### src/rtl/auxdac_pkg.sv
package auxdac_pkg;
  localparam int unsigned NCH_DEF    = 3;
  localparam int unsigned CODE_W_DEF = 8;
  localparam int unsigned FS_W_DEF   = 2;
  localparam int unsigned ADDR_W_DEF = 8;
  localparam int unsigned DATA_W_DEF = 8;

  localparam logic [7:0] ADDR_FS    = 8'h17;
  localparam logic [7:0] ADDR_CODE0 = 8'h24;
  localparam logic [7:0] ADDR_SYNC  = 8'h28;
  localparam logic [7:0] ADDR_PWR   = 8'h29;

  localparam int unsigned SLAVE_BIT = 7;
  localparam int unsigned MASK_LSB  = 4;

  typedef enum logic [1:0] {
    FS_2V5 = 2'b00,
    FS_2V7 = 2'b01,
    FS_3V0 = 2'b10,
    FS_3V3 = 2'b11
  } fs_sel_e;
endpackage

### src/rtl/auxdac_pin_edge.sv
module auxdac_pin_edge #(
  parameter int unsigned STAGES = 2
) (
  input  logic clk_i,
  input  logic rst_ni,
  input  logic pin_i,
  output logic rise_o
);
  logic [STAGES-1:0] sync_q;
  logic              last_q;

  always_ff @(posedge clk_i or negedge rst_ni) begin
    if (!rst_ni) begin
      sync_q <= '0;
      last_q <= 1'b0;
    end else begin
      sync_q <= {sync_q[STAGES-2:0], pin_i};
      last_q <= sync_q[STAGES-1];
    end
  end

  assign rise_o = sync_q[STAGES-1] & ~last_q;

  // one pulse per edge
  assert_single_pulse_R6: assert property (@(posedge clk_i) disable iff (!rst_ni)
    rise_o |=> !rise_o);
endmodule

### src/rtl/auxdac_chan.sv
module auxdac_chan #(
  parameter int unsigned CODE_W = 8
) (
  input  logic              clk_i,
  input  logic              rst_ni,
  input  logic              code_wr_i,
  input  logic              imm_i,
  input  logic              xfer_i,
  input  logic [CODE_W-1:0] code_i,
  output logic [CODE_W-1:0] live_o
);
  logic [CODE_W-1:0] pend_q, live_q;

  always_ff @(posedge clk_i or negedge rst_ni) begin
    if (!rst_ni) begin
      pend_q <= '0;
      live_q <= '0;
    end else begin
      if (code_wr_i) pend_q <= code_i;
      if (imm_i)       live_q <= code_i;
      else if (xfer_i) live_q <= pend_q;
    end
  end

  assign live_o = live_q;

  assert_pend_load_R3: assert property (@(posedge clk_i) disable iff (!rst_ni)
    code_wr_i |=> pend_q == $past(code_i));
  assert_live_hold_R3: assert property (@(posedge clk_i) disable iff (!rst_ni)
    (!imm_i && !xfer_i) |=> $stable(live_q));
  assert_strobe_xfer_R4: assert property (@(posedge clk_i) disable iff (!rst_ni)
    (xfer_i && !imm_i) |=> live_q == $past(pend_q));
endmodule

### src/rtl/auxdac_cfg_regs.sv
module auxdac_cfg_regs
  import auxdac_pkg::*;
#(
  parameter int unsigned NCH    = NCH_DEF,
  parameter int unsigned FS_W   = FS_W_DEF,
  parameter int unsigned ADDR_W = ADDR_W_DEF,
  parameter int unsigned DATA_W = DATA_W_DEF
) (
  input  logic                 clk_i,
  input  logic                 rst_ni,
  input  logic                 wr_en_i,
  input  logic [ADDR_W-1:0]    wr_addr_i,
  input  logic [DATA_W-1:0]    wr_data_i,
  input  logic                 pin_rise_i,
  output logic [NCH-1:0]       code_wr_o,
  output logic [NCH-1:0]       imm_o,
  output logic [NCH-1:0]       xfer_o,
  output logic                 slave_o,
  output logic [NCH-1:0]       pwr_en_o,
  output logic [NCH*FS_W-1:0]  fs_sel_o
);
  localparam int unsigned FS_BITS = NCH * FS_W;

  logic               slave_q;
  logic [NCH-1:0]     mask_q, pwr_q;
  logic [FS_BITS-1:0] fs_q;
  logic               wr_sync, wr_pwr, wr_fs, strobe_wr;

  assign wr_sync   = wr_en_i && (wr_addr_i == ADDR_W'(ADDR_SYNC));
  assign wr_pwr    = wr_en_i && (wr_addr_i == ADDR_W'(ADDR_PWR));
  assign wr_fs     = wr_en_i && (wr_addr_i == ADDR_W'(ADDR_FS));
  assign strobe_wr = wr_sync && wr_data_i[SLAVE_BIT];

  for (genvar c = 0; c < NCH; c++) begin : g_dec
    assign code_wr_o[c] = wr_en_i && (wr_addr_i == ADDR_W'(ADDR_CODE0 + c));
    assign imm_o[c]     = code_wr_o[c] && !slave_q && !mask_q[c];
    // strobe has priority path; pin edge gated off in slave mode
    assign xfer_o[c]    = (strobe_wr && wr_data_i[c]) ||
                          (!slave_q && mask_q[c] && pin_rise_i);
  end

  always_ff @(posedge clk_i or negedge rst_ni) begin
    if (!rst_ni) begin
      slave_q <= 1'b0;
      mask_q  <= '0;
      pwr_q   <= '0;
      fs_q    <= '0;
    end else begin
      if (wr_sync) begin
        slave_q <= wr_data_i[SLAVE_BIT];
        mask_q  <= wr_data_i[MASK_LSB +: NCH];
      end
      if (wr_pwr) pwr_q <= wr_data_i[NCH-1:0];
      if (wr_fs)  fs_q  <= wr_data_i[FS_BITS-1:0];
    end
  end

  assign slave_o  = slave_q;
  assign pwr_en_o = pwr_q;
  assign fs_sel_o = fs_q;

  assert_pwr_en_R8: assert property (@(posedge clk_i) disable iff (!rst_ni)
    wr_pwr |=> pwr_en_o == $past(wr_data_i[NCH-1:0]));
  assert_fs_sel_R10: assert property (@(posedge clk_i) disable iff (!rst_ni)
    wr_fs |=> fs_sel_o == $past(wr_data_i[FS_BITS-1:0]));
  assert_cfg_hold_R11: assert property (@(posedge clk_i) disable iff (!rst_ni)
    !wr_en_i |=> $stable(pwr_en_o) && $stable(fs_sel_o));
endmodule

### src/rtl/auxdac_update_ctrl.sv
module auxdac_update_ctrl
  import auxdac_pkg::*;
#(
  parameter int unsigned NCH    = NCH_DEF,
  parameter int unsigned CODE_W = CODE_W_DEF,
  parameter int unsigned FS_W   = FS_W_DEF,
  parameter int unsigned ADDR_W = ADDR_W_DEF,
  parameter int unsigned DATA_W = DATA_W_DEF,
  parameter int unsigned SYNC_STAGES = 2
) (
  input  logic                  clk_i,
  input  logic                  rst_ni,
  input  logic                  wr_en_i,
  input  logic [ADDR_W-1:0]     wr_addr_i,
  input  logic [DATA_W-1:0]     wr_data_i,
  input  logic                  tx_pwrdn_i,
  output logic [NCH*CODE_W-1:0] code_o,
  output logic [NCH-1:0]        pwr_en_o,
  output logic [NCH*FS_W-1:0]   fs_sel_o
);
  logic           pin_rise;
  logic           slave_w;
  logic [NCH-1:0] code_wr, imm, xfer;

  auxdac_pin_edge #(.STAGES(SYNC_STAGES)) u_pin_edge (
    .clk_i  (clk_i),
    .rst_ni (rst_ni),
    .pin_i  (tx_pwrdn_i),
    .rise_o (pin_rise)
  );

  auxdac_cfg_regs #(
    .NCH(NCH), .FS_W(FS_W), .ADDR_W(ADDR_W), .DATA_W(DATA_W)
  ) u_cfg (
    .clk_i      (clk_i),
    .rst_ni     (rst_ni),
    .wr_en_i    (wr_en_i),
    .wr_addr_i  (wr_addr_i),
    .wr_data_i  (wr_data_i),
    .pin_rise_i (pin_rise),
    .code_wr_o  (code_wr),
    .imm_o      (imm),
    .xfer_o     (xfer),
    .slave_o    (slave_w),
    .pwr_en_o   (pwr_en_o),
    .fs_sel_o   (fs_sel_o)
  );

  for (genvar c = 0; c < NCH; c++) begin : g_ch
    auxdac_chan #(.CODE_W(CODE_W)) u_chan (
      .clk_i     (clk_i),
      .rst_ni    (rst_ni),
      .code_wr_i (code_wr[c]),
      .imm_i     (imm[c]),
      .xfer_i    (xfer[c]),
      .code_i    (wr_data_i[CODE_W-1:0]),
      .live_o    (code_o[c*CODE_W +: CODE_W])
    );
  end

  assert_slave_pin_block_R7: assert property (@(posedge clk_i) disable iff (!rst_ni)
    (slave_w && !wr_en_i) |=> $stable(code_o));
  assert_idle_hold_R11: assert property (@(posedge clk_i) disable iff (!rst_ni)
    (!wr_en_i && !pin_rise) |=> $stable(code_o));
endmodule

### config.mk
export PLATFORM = sky130hd
export DESIGN_NAME = auxdac_update_ctrl
export DESIGN_NICKNAME = d
export VERILOG_FILES = /design/src/rtl/auxdac_pkg.sv /design/src/rtl/auxdac_pin_edge.sv /design/src/rtl/auxdac_chan.sv /design/src/rtl/auxdac_cfg_regs.sv /design/src/rtl/auxdac_update_ctrl.sv
export SDC_FILE = /design/constraint.sdc
export NUM_CORES = 1
export LEC_CHECK = 0
export ABC_AREA = 1
export BUFFER_PORTS_ARGS = -buffer_cell sky130_fd_sc_hd__buf_2
export CORE_ASPECT_RATIO = 0.75
export CORE_MARGIN = 2
export CORE_UTILIZATION = 37
export DETAILED_ROUTE_END_ITERATION = 10
export PLACE_DENSITY_LB_ADDON = 0.25
export SYNTH_ARGS = -nofsm -noshare
export SYNTH_HDL_FRONTEND = slang
export SYNTH_SLANG_ARGS = --single-unit
export TNS_END_PERCENT = 50
### constraint.sdc
create_clock -name clk_i -period 1.3 [get_ports clk_i]
set_input_delay 0.13 -clock clk_i [delete_from_list [all_inputs] [get_ports clk_i]]
set_output_delay 0.13 -clock clk_i [all_outputs]
set_load 0.02 [all_outputs]
==> results by group <==
Layout
  • N_diodes: 0
  • Layout cell share with drive strength beyond 1: 32.1%
  • Non-Filler Instances: 544
  • Area growth syn-to-layout: 32.6%
  • Nets: 451

Yosys
  • Count of cell types in the netlist: 25
  • Cell with the most instances after synthesis: nand2_1
  • Synth Net Count: 376
  • Seq/Total Area, Yosys: 50.6%
  • Mapped Area: 3170 µm²
  • Top FF cell, synth: dfrtp_1
  • Yosys top cell by area: dfrtp_1
  • Dominant cells by area after synthesis: dfrtp_1 51%, nand2_1 17%, nand4_1 4.7%
  • Ys Warns: 0
  • Synth top area share: 50.6%
  • Syn avg cell area: 8.89 µm²
  • Number of enable flip-flop cells after synthesis: 0
  • Flops & latches, synth: 64
  • Synth Instances: 356
  • Ys async rst share: 100%
  • Top cells by count, synth: 140 x nand2_1, 64 x dfrtp_1, 26 x nand3_1

Pwr
  • LEAKAGE: 2.28 nW
  • Peak VDD IR: 0.797 mV
  • PD cells: 1300 nW/µm²

Clock network
  • Clk sink count: 64
  • CTS tree: yes
  • Reg clk slew, reported paths: 0.05 ns
  • H-tree depth: 3
  • CTS Buffer Depth: 2
  • Root Driver: clkbuf_16
  • Total CTS buffers: 9
  • Worst skew pair latency: 0.34 ns

GRT
  • Vias in the first global route: 2639
  • First-pass GRT wire length: 13500 µm
  • Tot GR Track Use: 18.8%
  • Initial antenna violation count: 0
  • Largest net degree at the start of global routing: 65
  • Global route overflow: 0

Floorplanning
  • Chip width: 111 µm
  • Die Y: 84.1 µm
  • Core ar.: 8380 µm²
  • IO Count: 53
  • Initial Util: 37.8%
  • # rows: 29
  • Die ar.: 9320 µm²

Timing
  • Maximum clock frequency: 0.766 GHz
  • Setup_tns: -0.00497 ns
  • Final setup fails: 1
  • Skew final: 0.00473 ns
  • Max_slew headroom: 77.4%
  • Tmin final: 1.30 ns
  • RSZ-0062 raised after global routing: yes
  • Worst slew pin tran: 0.339 ns
  • Final Max Slew Viols: 0
  • Final period util: 100%
  • Final hold vios: 0
  • Worst setup margin: -0.00497 ns

Worst setup path
  • Crit path DAT: 1.58 ns
  • Crit. Startpoint: u_cfg.slave_o$_DFFE_PN0P_
  • Worst Setup Path Type: flip-flop to flip-flop
  • Critical Path Sink Type: flip-flop
  • RR Startpoint: u_cfg.slave_o$_DFFE_PN0P_
  • Required time worst endpoint: 1.57 ns
  • CP Launch Type: flip-flop
  • CP max FO: 7

Job
  • Max_cap viols: 0

Route
  • Total Wirelength: 8310 µm
  • Routed WL per cell: 15.3 µm
  • Residual DRC: 0
  • Vias/cell: 5.02
  • Pre-antenna DRT Iters: 4
  • DR vias: 2731
  • DR iter-0 viols: 189
  • Detail Route Antenna Nets: 0

Outcome
  • Status: finished with violations
  • Failing checks: setup timing

Placement
  • Placed insts: 522
  • Placer Congestion: 0.796
  • IO buf count: 52
  • HPWL after detailed placement: 5740 µm
  • Worst slack, placed: -0.0218 ns

Hold path
  • Hold wc startpoint: wr_en_i
  • Hold Path Class: input pin to flip-flop
state kept, by name, summed over array words and instances (netlist names):
| name | flops |
|---|---|
| g_ch.u_chan.live_o | 24 |
| g_ch.u_chan.pend_q | 24 |
| u_cfg.fs_sel_o | 6 |
| u_cfg.mask_q | 3 |
| u_cfg.pwr_en_o | 3 |
| u_pin_edge.sync_q | 2 |
| u_cfg.slave_o | 1 |
| u_pin_edge.last_q | 1 |
power by group:
group          switching (mW)  internal, mW  total (mW)
clock                   0.863          1.97        2.83
combinational           0.324         0.171       0.495
sequential             0.0487          2.07        2.12
total                    1.24          4.21        5.45
worst max-delay path, cell delays in order (launching register included):
cell	delay, ns
dfrtp_2	0.44
buf_6	0.13
nor2_4	0.15
buf_6	0.15
nand4_1	0.13
nand2_1	0.14
nand2_4	0.05
nand2_2	0.06
per-stage QoR:
stage / instance area, µm² / total power [mW] / hold slack [ns] / utilization [%]
after floorplan: 3190 / 2.39 / -0.166 / -
after global placement: 3680 / 2.60 / 0.169 / 43.9
after detailed placement: 3680 / 2.61 / 0.173 / 43.9
after CTS: 4050 / 5.48 / 0.169 / 48.4
after global routing: 4200 / 5.69 / 0.192 / 50.1
final: 4200 / 5.45 / 0.173 / 50.1
layout make-up:
type	instances	area, µm²
clock buffers	11	253
clock inverters	5	103
fillers	826	4190
inverters	20	92.6
multi-input cells	266	1540
flip-flops and latches	64	1600
well taps	108	135
repair buffers	70	469
metal layers:
| metal | global-route usage (%) | share of wire [%] |
|---|---|---|
| met5 | 0 | 0 |
| met4 | 6.82 | 1.4 |
| met3 | 6.25 | 7.9 |
| met2 | 26.6 | 43 |
| met1 | 26.8 | 47 |
layout by cell type, fill, tap and decap left out, drive strengths merged:
master,count
dfrtp,64
clkinv,1
buf,68
nor2,13
clkbuf,11
nor3b,1
bufinv,3
nand4,24
nand2,151
dlygate4sd3,2
nand3,38
o21ai,37
nor3,2
clkinvlp,1
inv,20
final timing paths:
path	endpoint	slack, ns	cells past startpoint
worst max-delay path	g_ch[2].u_chan.live_o[4]$_DFFE_PN0P_	-0.005	7
worst min-delay path	u_cfg.pwr_en_o[2]$_DFFE_PN0P_	0.17	3
worst max register to register	g_ch[2].u_chan.live_o[4]$_DFFE_PN0P_	-0.005	7
worst min register to register	u_pin_edge.sync_q[1]$_DFF_PN0_	0.35	0
max in group asynchronous	u_cfg.slave_o$_DFFE_PN0P_	0.67	3
min in group asynchronous	g_ch[0].u_chan.live_o[4]$_DFFE_PN0P_	0.33	3
repair_timing:
action	CTS	global route
setup buffers	0	1
endpoints found under the setup margin	1	24
endpoints found under the hold margin	65	0
hold buffers	2	0
cloned	0	3
pin swaps	1	16
gates resized for setup	0	32
kinds of logic (layout without fill, tap and decap cells):
| logic type | count (synthesis) | in the layout | synth area share [%] |
|---|---|---|---|
| compound gates | 37 | 37 | 5.85 |
| buf+inv | 29 | 106 | 4.82 |
| simple gates | 226 | 229 | 38.7 |
| flops | 64 | 64 | 50.6 |
No activity file was read; power rests on OpenSTA's default activity.
